<file path="src/rtl/twg_pkg.sv">
package twg_pkg;
  // Action applied to the running twiddle in one cycle.
  typedef enum logic [1:0] {
    UOP_HOLD = 2'd0,
    UOP_ROW  = 2'd1,
    UOP_UNIT = 2'd2,
    UOP_TURN = 2'd3
  } twg_uop_e;
endpackage

</file>
<file path="src/rtl/twg_sqrt.sv">
// Bit-serial restoring square root: N result bits from a 2N-bit radicand,
// one result bit per cycle, result floored.
module twg_sqrt #(
  parameter int N = 15
) (
  input  logic           clk_i,
  input  logic           rst_i,
  input  logic           start_i,
  input  logic [2*N-1:0] rad_i,
  output logic           done_o,
  output logic [N-1:0]   root_o
);
  localparam int CW  = $clog2(N + 1);
  localparam int RMW = N + 3;

  logic [2*N-1:0] rad_q;
  logic [RMW-1:0] rem_q, rem_sh, trial, rem_nx;
  logic [N-1:0]   root_q, root_nx;
  logic [CW-1:0]  cnt_q;
  logic           done_q, ge;

  always_comb begin
    rem_sh  = (rem_q << 2) | RMW'(rad_q[2*N-1 -: 2]);
    trial   = RMW'({root_q, 2'b01});
    ge      = (rem_sh >= trial);
    rem_nx  = ge ? (rem_sh - trial) : rem_sh;
    root_nx = {root_q[N-2:0], ge};
  end

  always_ff @(posedge clk_i) begin
    if (rst_i) begin
      rad_q  <= '0;
      rem_q  <= '0;
      root_q <= '0;
      cnt_q  <= '0;
      done_q <= 1'b0;
    end else if (start_i) begin
      rad_q  <= rad_i;
      rem_q  <= '0;
      root_q <= '0;
      cnt_q  <= CW'(N);
      done_q <= 1'b0;
    end else if (cnt_q != '0) begin
      rad_q  <= rad_q << 2;
      rem_q  <= rem_nx;
      root_q <= root_nx;
      cnt_q  <= cnt_q - CW'(1);
      done_q <= (cnt_q == CW'(1));
    end else begin
      done_q <= 1'b0;
    end
  end

  assign done_o = done_q;
  assign root_o = root_q;

  AST_SQRT_STEP: assert property (@(posedge clk_i) disable iff (rst_i)
    (cnt_q != '0 && !start_i) |=> (cnt_q == $past(cnt_q) - CW'(1)));
  AST_SQRT_DONE: assert property (@(posedge clk_i) disable iff (rst_i)
    (cnt_q == CW'(1) && !start_i) |=> done_q);
endmodule

</file>
<file path="src/rtl/twg_rot.sv">
// Complex product y = a * b in signed fixed point, rounded to nearest.
module twg_rot #(
  parameter int W    = 16,
  parameter int FRAC = 14
) (
  input  logic                clk_i,
  input  logic                rst_i,
  input  logic signed [W-1:0] ar_i,
  input  logic signed [W-1:0] ai_i,
  input  logic signed [W-1:0] br_i,
  input  logic signed [W-1:0] bi_i,
  output logic signed [W-1:0] yr_o,
  output logic signed [W-1:0] yi_o
);
  localparam int PW = 2 * W + 1;
  localparam logic signed [PW-1:0] RND = PW'(1 << (FRAC - 1));

  logic signed [2*W-1:0] p_rr, p_ii, p_ri, p_ir;
  logic signed [PW-1:0]  s_r, s_i, q_r, q_i;

  assign p_rr = ar_i * br_i;
  assign p_ii = ai_i * bi_i;
  assign p_ri = ar_i * bi_i;
  assign p_ir = ai_i * br_i;

  assign s_r = PW'(p_rr) - PW'(p_ii) + RND;
  assign s_i = PW'(p_ri) + PW'(p_ir) + RND;
  assign q_r = s_r >>> FRAC;
  assign q_i = s_i >>> FRAC;
  assign yr_o = W'(q_r);
  assign yi_o = W'(q_i);

  AST_NO_OVERFLOW: assert property (@(posedge clk_i) disable iff (rst_i)
    (q_r == PW'(yr_o)) && (q_i == PW'(yi_o)));
endmodule

</file>
<file path="src/rtl/twg_gen.sv">
module twg_gen
  import twg_pkg::*;
#(
  parameter int W    = 16,
  parameter int FRAC = 14
) (
  input  logic                clk_i,
  input  logic                rst_i,
  input  logic                row_init_i,
  input  logic                stage_init_i,
  input  logic                stage_end_i,
  input  logic                advance_i,
  input  logic                inverse_i,
  output logic signed [W-1:0] u1_o,
  output logic signed [W-1:0] u2_o,
  output logic                valid_o
);
  localparam int N    = FRAC + 1;
  localparam int RADW = 2 * N;
  localparam int SW   = W + 1;
  localparam int UCW  = $clog2(FRAC + 4);
  localparam logic signed [W-1:0] ONE_Q  = W'(1 << FRAC);
  localparam logic signed [W-1:0] MONE_Q = W'(-(1 << FRAC));

  logic signed [W-1:0] ca_q, sa_q, u1_q, u2_q, rot_r, rot_i;
  logic signed [W-1:0] root_c, root_s, sa_new;
  logic                valid_q, upd_q, pend_q, inv_q, sq_start, done_both;
  logic [UCW-1:0]      upd_cnt_q;
  logic signed [SW-1:0] half_arg [2];
  logic [RADW-1:0]     sq_rad  [2];
  logic [N-1:0]        sq_root [2];
  logic [1:0]          sq_done;
  twg_uop_e            uop;

  // Half-angle arguments: index 0 -> (1+c), index 1 -> (1-c); the /2 is
  // folded into the FRAC-1 shift that forms the radicand.
  assign half_arg[0] = SW'(ONE_Q) + SW'(ca_q);
  assign half_arg[1] = SW'(ONE_Q) - SW'(ca_q);
  assign sq_start    = stage_end_i && !upd_q && !row_init_i;

  for (genvar g = 0; g < 2; g++) begin : g_sqrt
    assign sq_rad[g] = RADW'($unsigned(half_arg[g])) << (FRAC - 1);
    twg_sqrt #(.N(N)) u_sqrt (
      .clk_i   (clk_i),
      .rst_i   (rst_i),
      .start_i (sq_start),
      .rad_i   (sq_rad[g]),
      .done_o  (sq_done[g]),
      .root_o  (sq_root[g])
    );
  end

  assign done_both = &sq_done;
  assign root_c    = W'(sq_root[0]);
  assign root_s    = W'(sq_root[1]);
  assign sa_new    = inv_q ? root_s : -root_s;

  twg_rot #(.W(W), .FRAC(FRAC)) u_rot (
    .clk_i (clk_i),
    .rst_i (rst_i),
    .ar_i  (u1_q),
    .ai_i  (u2_q),
    .br_i  (ca_q),
    .bi_i  (sa_q),
    .yr_o  (rot_r),
    .yi_o  (rot_i)
  );

  always_comb begin
    if (row_init_i)                          uop = UOP_ROW;
    else if (stage_init_i)                   uop = UOP_UNIT;
    else if (!upd_q && (advance_i || pend_q)) uop = UOP_TURN;
    else                                     uop = UOP_HOLD;
  end

  // Running twiddle
  always_ff @(posedge clk_i) begin
    if (rst_i) begin
      u1_q <= ONE_Q;
      u2_q <= '0;
    end else begin
      case (uop)
        UOP_ROW, UOP_UNIT: begin
          u1_q <= ONE_Q;
          u2_q <= '0;
        end
        UOP_TURN: begin
          u1_q <= rot_r;
          u2_q <= rot_i;
        end
        default: ;
      endcase
    end
  end

  // Base rotation and update control
  always_ff @(posedge clk_i) begin
    if (rst_i) begin
      ca_q    <= MONE_Q;
      sa_q    <= '0;
      upd_q   <= 1'b0;
      inv_q   <= 1'b0;
      pend_q  <= 1'b0;
      valid_q <= 1'b1;
    end else if (row_init_i) begin
      ca_q    <= MONE_Q;
      sa_q    <= '0;
      upd_q   <= 1'b0;
      pend_q  <= 1'b0;
      valid_q <= 1'b1;
    end else if (upd_q) begin
      pend_q <= !stage_init_i && (pend_q || advance_i);
      if (done_both) begin
        ca_q    <= root_c;
        sa_q    <= sa_new;
        upd_q   <= 1'b0;
        valid_q <= stage_init_i || !(pend_q || advance_i);
      end
    end else begin
      pend_q <= 1'b0;
      if (stage_end_i) begin
        upd_q   <= 1'b1;
        inv_q   <= inverse_i;
        valid_q <= 1'b0;
      end else if (pend_q) begin
        valid_q <= 1'b1;
      end
    end
  end

  always_ff @(posedge clk_i) begin
    if (rst_i || !upd_q) upd_cnt_q <= '0;
    else                 upd_cnt_q <= upd_cnt_q + UCW'(1);
  end

  assign u1_o    = u1_q;
  assign u2_o    = u2_q;
  assign valid_o = valid_q;

  AST_ROW_START: assert property (@(posedge clk_i) disable iff (rst_i)
    row_init_i |=> (ca_q == MONE_Q && sa_q == '0 && u1_q == ONE_Q && u2_q == '0 && valid_q));
  AST_STAGE_UNIT: assert property (@(posedge clk_i) disable iff (rst_i)
    (stage_init_i && !row_init_i) |=> (u1_q == ONE_Q && u2_q == '0));
  AST_END_DROPS_VALID: assert property (@(posedge clk_i) disable iff (rst_i)
    (stage_end_i && !upd_q && !row_init_i) |=> !valid_q);
  AST_UPD_BOUND: assert property (@(posedge clk_i) disable iff (rst_i)
    upd_cnt_q <= UCW'(FRAC + 2));
  AST_CA_NONNEG: assert property (@(posedge clk_i) disable iff (rst_i)
    (upd_q && done_both && !row_init_i) |=> (ca_q >= 0));
  AST_SA_FWD: assert property (@(posedge clk_i) disable iff (rst_i)
    (upd_q && done_both && !row_init_i && !inv_q) |=> (sa_q <= 0));
  AST_SA_INV: assert property (@(posedge clk_i) disable iff (rst_i)
    (upd_q && done_both && !row_init_i && inv_q) |=> (sa_q >= 0));
  AST_STALL_HOLD: assert property (@(posedge clk_i) disable iff (rst_i)
    (upd_q && !row_init_i && !stage_init_i) |=> ($stable(u1_q) && $stable(u2_q)));
endmodule

</file>
<file path="config.mk">
export PLATFORM = sky130hd
export DESIGN_NAME = twg_gen
export DESIGN_NICKNAME = d
export VERILOG_FILES = /design/src/rtl/twg_pkg.sv /design/src/rtl/twg_sqrt.sv /design/src/rtl/twg_rot.sv /design/src/rtl/twg_gen.sv
export SDC_FILE = /design/constraint.sdc
export NUM_CORES = 2
export LEC_CHECK = 0
export BUFFER_PORTS_ARGS = -buffer_cell sky130_fd_sc_hd__buf_4
export CAP_MARGIN = 20
export CORE_UTILIZATION = 51
export CTS_CLUSTER_DIAMETER = 50
export DETAILED_ROUTE_END_ITERATION = 8
export PLACE_DENSITY = 0.69
export SETUP_SLACK_MARGIN = 0.5
export SLEW_MARGIN = 20
export SYNTH_ARGS = -nofsm -noshare
export SYNTH_HDL_FRONTEND = slang
export SYNTH_SLANG_ARGS = --single-unit
</file>
<file path="constraint.sdc">
create_clock -name clk_i -period 7.8 [get_ports clk_i]
set_input_delay 1.95 -clock clk_i [delete_from_list [all_inputs] [get_ports clk_i]]
set_output_delay 1.95 -clock clk_i [all_outputs]
set_load 0.01 [all_outputs]
</file>
# Word level (Yosys, flattened, before mapping)
# Index checks and enable logic that the tools add are counted.
# totals
output_inout_bits	33
word_cells	96
inputBits	7
regBits	174
# op_classes
add_sub_neg	11
eq_ne	6
muxes	23
mul	4
bitwise_logic	6
n_reduce_logical	26
order_cmp	2
# ops
cell	count
$mul 16x16->30	4
$mux 30	4
$pmux 16 s2	2
$add 30x15->30 const B	2
$mux 16	3
$ge 18x17->1	2
$or 18x2->18	2
$sub 16x16->16	2
$add 30x30->30	1
$sub 30x30->30	1
$add 16x16->17 const A	1
$sub 16x16->17 const A	1
$mux 4	4
$neg 15->16	1
$reduce_or 3->1	3
$eq 4x1->1 const B	2
$reduce_bool 4->1	2
$sub 4x1->4 const B	2
$mux 1	7
$mux 2	3
$reduce_and 3->1	2
$reduce_bool 2->1	3
$reduce_or 2->1	3
$eq 2x2->1 const B	2
other kinds (8)	19

# Longest topological paths before layout
# logic_depth
word_depth	8
depth_mapped	29

# Hierarchy
# A second synthesis with hierarchy kept.
# unflattened
cells_unflattened	5415
area_unflattened_um2	47946.0
# by_module_without_submodules
mod	instances	area_per_inst_um2	cells_each	seq_area_each_um2
twg_rot	1	37611.1	4068	0.0
twg_sqrt	2	3694.8	500	1321.3
twg_gen	1	2945.3	347	1361.3

# Worst setup path before layout
# Ideal clock, no wire load.
# synth_timing
path_type	register -> register
from	register u2_q[15] (netlist: u2_o[15])
to	register u1_q[15] (netlist: u1_o[15])
t_arrival_ns	7.613
path_stages_with_launch	28
setup_time_ns	0.117
slack_ns	0.070
cell_sequence	dfxtp_1 -> clkbuf_1 -> clkbuf_1 -> nand2_1 -> inv_1 -> fa_1 -> inv_1 -> fa_1 -> inv_1 -> fa_1 -> inv_1 -> fa_1 -> fa_1 -> fa_1 -> fa_1 -> inv_1 -> fa_1 -> inv_1 -> ha_1 -> a21o_1 -> a211oi_1 -> o21bai_1 -> a32o_1 -> a311oi_2 -> a21oi_1 -> a211oi_2 -> xnor2_1 -> a22o_1
# synth_between
elab_chain_cells	4
# synth_lines
element	line_no	rtl
from (decl)	twg_gen.sv:25	logic signed [W-1:0] ca_q, sa_q, u1_q, u2_q, rot_r, rot_i;
from (signal assigned)	twg_gen.sv:89	u2_q <= rot_i;
$mul 16x16->30	twg_rot.sv:22	assign p_ii = ai_i * bi_i;
$sub 30x30->30	twg_rot.sv:26	assign s_r = PW'(p_rr) - PW'(p_ii) + RND;
$add 30x15->30	twg_rot.sv:26	
$pmux 16 s2	twg_gen.sv:82	case (uop)
to (signal assigned)	twg_gen.sv:88	u1_q <= rot_r;
to (decl)	twg_gen.sv:25	
# Every way passes these cells.
# A chain may end at the register's enable or synchronous reset.

# Worst setup path after layout
# layout_timing
from	register u2_q[10] (netlist: u2_o[10])
to	register u2_q[15] (netlist: u2_o[15])
# layout_between
elab_chain_cells	4
# layout_lines
element	line_no	rtl
$mul 16x16->30	twg_rot.sv:24	assign p_ir = ai_i * br_i;
$add 30x30->30	twg_rot.sv:27	assign s_i = PW'(p_ri) + PW'(p_ir) + RND;
$add 30x15->30	twg_rot.sv:27	
$pmux 16 s2	twg_gen.sv:82	
# Every way passes these cells.

==> results_dict.tcl <==
set metrics [dict create \
    slowest_delay_ns 0.56 \
    peakVddDrop_mv 0.152 \
    relSlewSlack_pct 40.8 \
    min_period_ns 7.39 \
    ys_seq_elements 174 \
    hp-start "g_sqrt[1].u_sqrt.root_o[14]$_SDFFE_PP0N_" \
    clock-skew-final_ns 0.0252 \
    synth_area_um2 46100 \
    cts.reportedPaths.clkPinSlew_ns 0.09 \
    grt_use_total_pct 26.4 \
    rsz0062_at_grt "yes" \
    clock_sinks 174 \
    fin_hold_ws_ns 0.462 \
    antenna_found_initial 0 \
    cts_buffers 17 \
    postRouteAntennaNets 0 \
    start_util_pct 51.8 \
    grt_pass1_vias 34600 \
    powerDensity_nw_per_um2 75.0 \
    grt_max_degree 73 \
    worst_pin_slew_ns 0.889 \
    cts-hold-fix-buffers 0 \
    slew_viol_final 0 \
    hpwl_um 91400 \
    layout-drive-gt1-share_pct 8.28 \
    crit_fanout 4 \
    timing.rr.start "u2_o[10]$_SDFFE_PP0P_" \
    coreArea_um2 89100 \
    synth_nets 6544 \
    num_rows 109 \
    crit_path_end_kind "register" \
    area.growth.synth_to_final_pct 8.62 \
    tns_ns 0 \
    clockBufferDepth 2 \
    syn_inst 5124 \
    crit_type "register to register" \
    hold_viol 0 \
    start_kind "register" \
    overflow 0 \
    drt_wl_total_um 116000 \
    dieArea_um2 91700 \
    nets 6529 \
    min_path_type "register to register" \
    htree_levels 4 \
    grt_pass1_wl_um 188000 \
    dieWidth_um 303 \
    arrival_ns 7.76 \
    vias 33000 \
    fill_cells 7723 \
    drt-initial-drc-count 2151 \
    clk_latency_ns 0.47 \
    min_to "g_sqrt[1].u_sqrt.root_o[14]$_SDFFE_PP0N_" \
    period_share_pct 94.8 \
    yosys-top-cells-area "fa_1, inv_1, ha_1" \
    place.gp.congestion 0.928 \
    critical_path_buf_inv_count 6 \
    synth_edf_count 0 \
    setup_viol 0 \
    p_leak_nw 24.3 \
    status "completed" \
    routedWlPerCell_um 18.5 \
    cp.required_ns 8.17 \
    cp_common_cell "fa_1" \
    yosys.cell_types.count 70 \
    via_per_inst 5.24 \
    r2r_end "u2_o[15]$_SDFFE_PP0P_" \
    min_path_cells 2 \
    route.detailed.drc 0 \
    io_pins 40 \
    max_freq_ghz 0.135 \
    synth_top_area_share_pct 47.1 \
    die_h_um 303 \
    synth_flop_cell "dfxtp_1" \
    cpMaxStageDelayCell "fa_1" \
    cp_top_family "adder cells" \
    cts-root-buf "clkbuf_16" \
    yosys.area.top_type "fa_1" \
    port_buffers 39 \
    cts_tree "yes" \
    maxCapViolCount 0 \
    avgSynthCellArea_um2 9.01 \
    yosys_warnings 0 \
    yosysSeqAreaShare_pct 7.55 \
    drt-pass1-iter-count 5 \
    reg2reg_slack_ns 0.41 \
    worst_r2r_path_depth 25 \
    synthArstFlopShare_pct 0 \
]
-- where the power goes --
group	switching (mW)	leakage, nW	internal [mW]
sequential	0.0871	1.44	0.980
clock	0.435	0.302	0.524
combinational	1.04	22.5	0.692
total	1.56	24.3	2.20
-- through the flow --
step           cell area, um2  power (mW)  setup WS, ns  instances  util (%)
2_1_floorplan           46200        2.41         0.511       5124         -
3_3_place_gp            48400        2.74         0.258       6211      54.3
3_5_place_dp            48400        2.77        0.0957       6211      54.3
4_1_cts                 49200        3.73         0.416       6251      55.2
5_1_grt                 50100        4.02         0.229       6287      56.3
6_report                50100        3.76         0.409       6288      56.3
-- cell usage in the layout (no fill, tap or decap), types with 9 or more instances in the layout --
cell       netlist  routed
o21ai_0         62      57
and2_1         530     522
nand2b_1        50      48
fa_2             0       9
a22oi_1         15      14
dfxtp_1        174     128
xor2_1          34      34
ha_1           328     316
xnor2_1        110     108
a21oi_1        149     140
buf_12           0      26
clkbuf_16        0      22
a311oi_1        31      31
nand2_1        633     625
nor2_1         135     134
a22o_1          14      14
buf_4            0     163
or3_1           13      12
fa_1          1085    1076
a21o_1          14      14
dfxtp_4          0      25
buf_6            0      36
nand4_1          9       9
inv_1         1258    1247
a211oi_1        18      15
nor3_1          28      26
nand3_1         27      24
nor2b_1         13      13
dfxtp_2          0      21
-- tightest hold or removal path, delay by kind of cell, from the launching register on --
| kind | cells | cell delay, ns |
|---|---|---|
| and+or+nand+nor | 1 | 0.05 |
| DFF | 1 | 0.32 |
| AOI/OAI and AO/OA | 1 | 0.05 |
-- registers in the layout (all words and copies together) (netlist names), 2 cells and up --
signal                count
u2_o                     16
g_sqrt.u_sqrt.rem_q      32
sa_q                     16
ca_q                     16
g_sqrt.u_sqrt.rad_q      34
g_sqrt.u_sqrt.root_o     30
g_sqrt.u_sqrt.done_o      2
g_sqrt.u_sqrt.cnt_q       8
u1_o                     16
-- how the worst max path moves through the flow --
stage | startpoint | end | slack, ns | cells past startpoint
finish | u2_o[10]$_SDFFE_PP0P_ | u2_o[15]$_SDFFE_PP0P_ | 0.41 | 25
floorplan | u1_o[15]$_SDFFE_PP0P_ | u1_o[15]$_SDFFE_PP0P_ | 0.51 | 28
detailed placement | u1_o[4]$_SDFFE_PP0P_ | u1_o[15]$_SDFFE_PP0P_ | 0.1 | 24
global route | ca_q[5]$_SDFFE_PP0P_ | u2_o[15]$_SDFFE_PP0P_ | 0.23 | 24
global placement | u2_o[4]$_SDFFE_PP0P_ | u1_o[15]$_SDFFE_PP0P_ | 0.26 | 27
CTS | u2_o[10]$_SDFFE_PP0P_ | u2_o[15]$_SDFFE_PP0P_ | 0.42 | 25
-- synth_stat cells (6+ instances only) --
master    number
nor2_1       135
mux2i_1        8
a31oi_1        8
a21o_1        14
nand3_1       27
nand2_1      633
nor2b_1       13
xnor2_1      110
clkbuf_1     258
inv_1       1258
a21oi_1      149
nand4_1        9
o21ai_0       62
nor4_1         8
ha_1         328
nand2b_1      50
a211oi_1      18
a22o_1        14
fa_1        1085
dfxtp_1      174
xor2_1        34
nor3_1        28
a22oi_1       15
o21a_1         8
buf_2          6
a311oi_1      31
or2_2          6
buf_1          9
and2_1       530
and3_1         8
or3_1         13
nand3b_1       6
-- final cells by class --
cell class,count,area (um2),share of cell area [%]
Sequential cell,174,3600,7.19
Clock inverter,12,171,0.342
Timing Repair Buffer,239,2390,4.77
Antenna cell,1,2.50,0.00499
Clock buffer,20,447,0.891
Multi-Input combinational cell,3418,37300,74.4
Inverter,1259,4740,9.45
Tap cell,1165,1460,2.91
-- cells by family (layout without fill, tap and decap cells) --
group | count (synthesis) | in the layout | share of synthesized area (%)
compound gates | 370 | 370 | 5.21
xor+xnor | 144 | 144 | 2.73
fa+ha+maj | 1413 | 1413 | 56.0
buf+inv | 1532 | 1530 | 12.5
flops | 174 | 174 | 7.55
mux | 9 | 9 | 0.198
other cells | 0 | 1 | 0
simple gates | 1482 | 1482 | 15.9
-- per-layer routing --
metal / up-vias / wire, um / global-route usage [%]
li1: 14900 / - / -
met1: 17000 / 49500 / 36.8
met2: 927 / 55900 / 43.2
met3: 174 / 6630 / 2.82
met4: 0 / 4310 / 8.49
met5: - / 0 / 0
-- what timing repair did --
item | CTS | global route
setup endpoints to repair | 17 | 26
pin swaps | 7 | 56
buffers inserted | 8 | 30
gates cloned | 0 | 5
gates resized for setup | 50 | 171
Note: power is estimated with default switching activity, not from simulation.
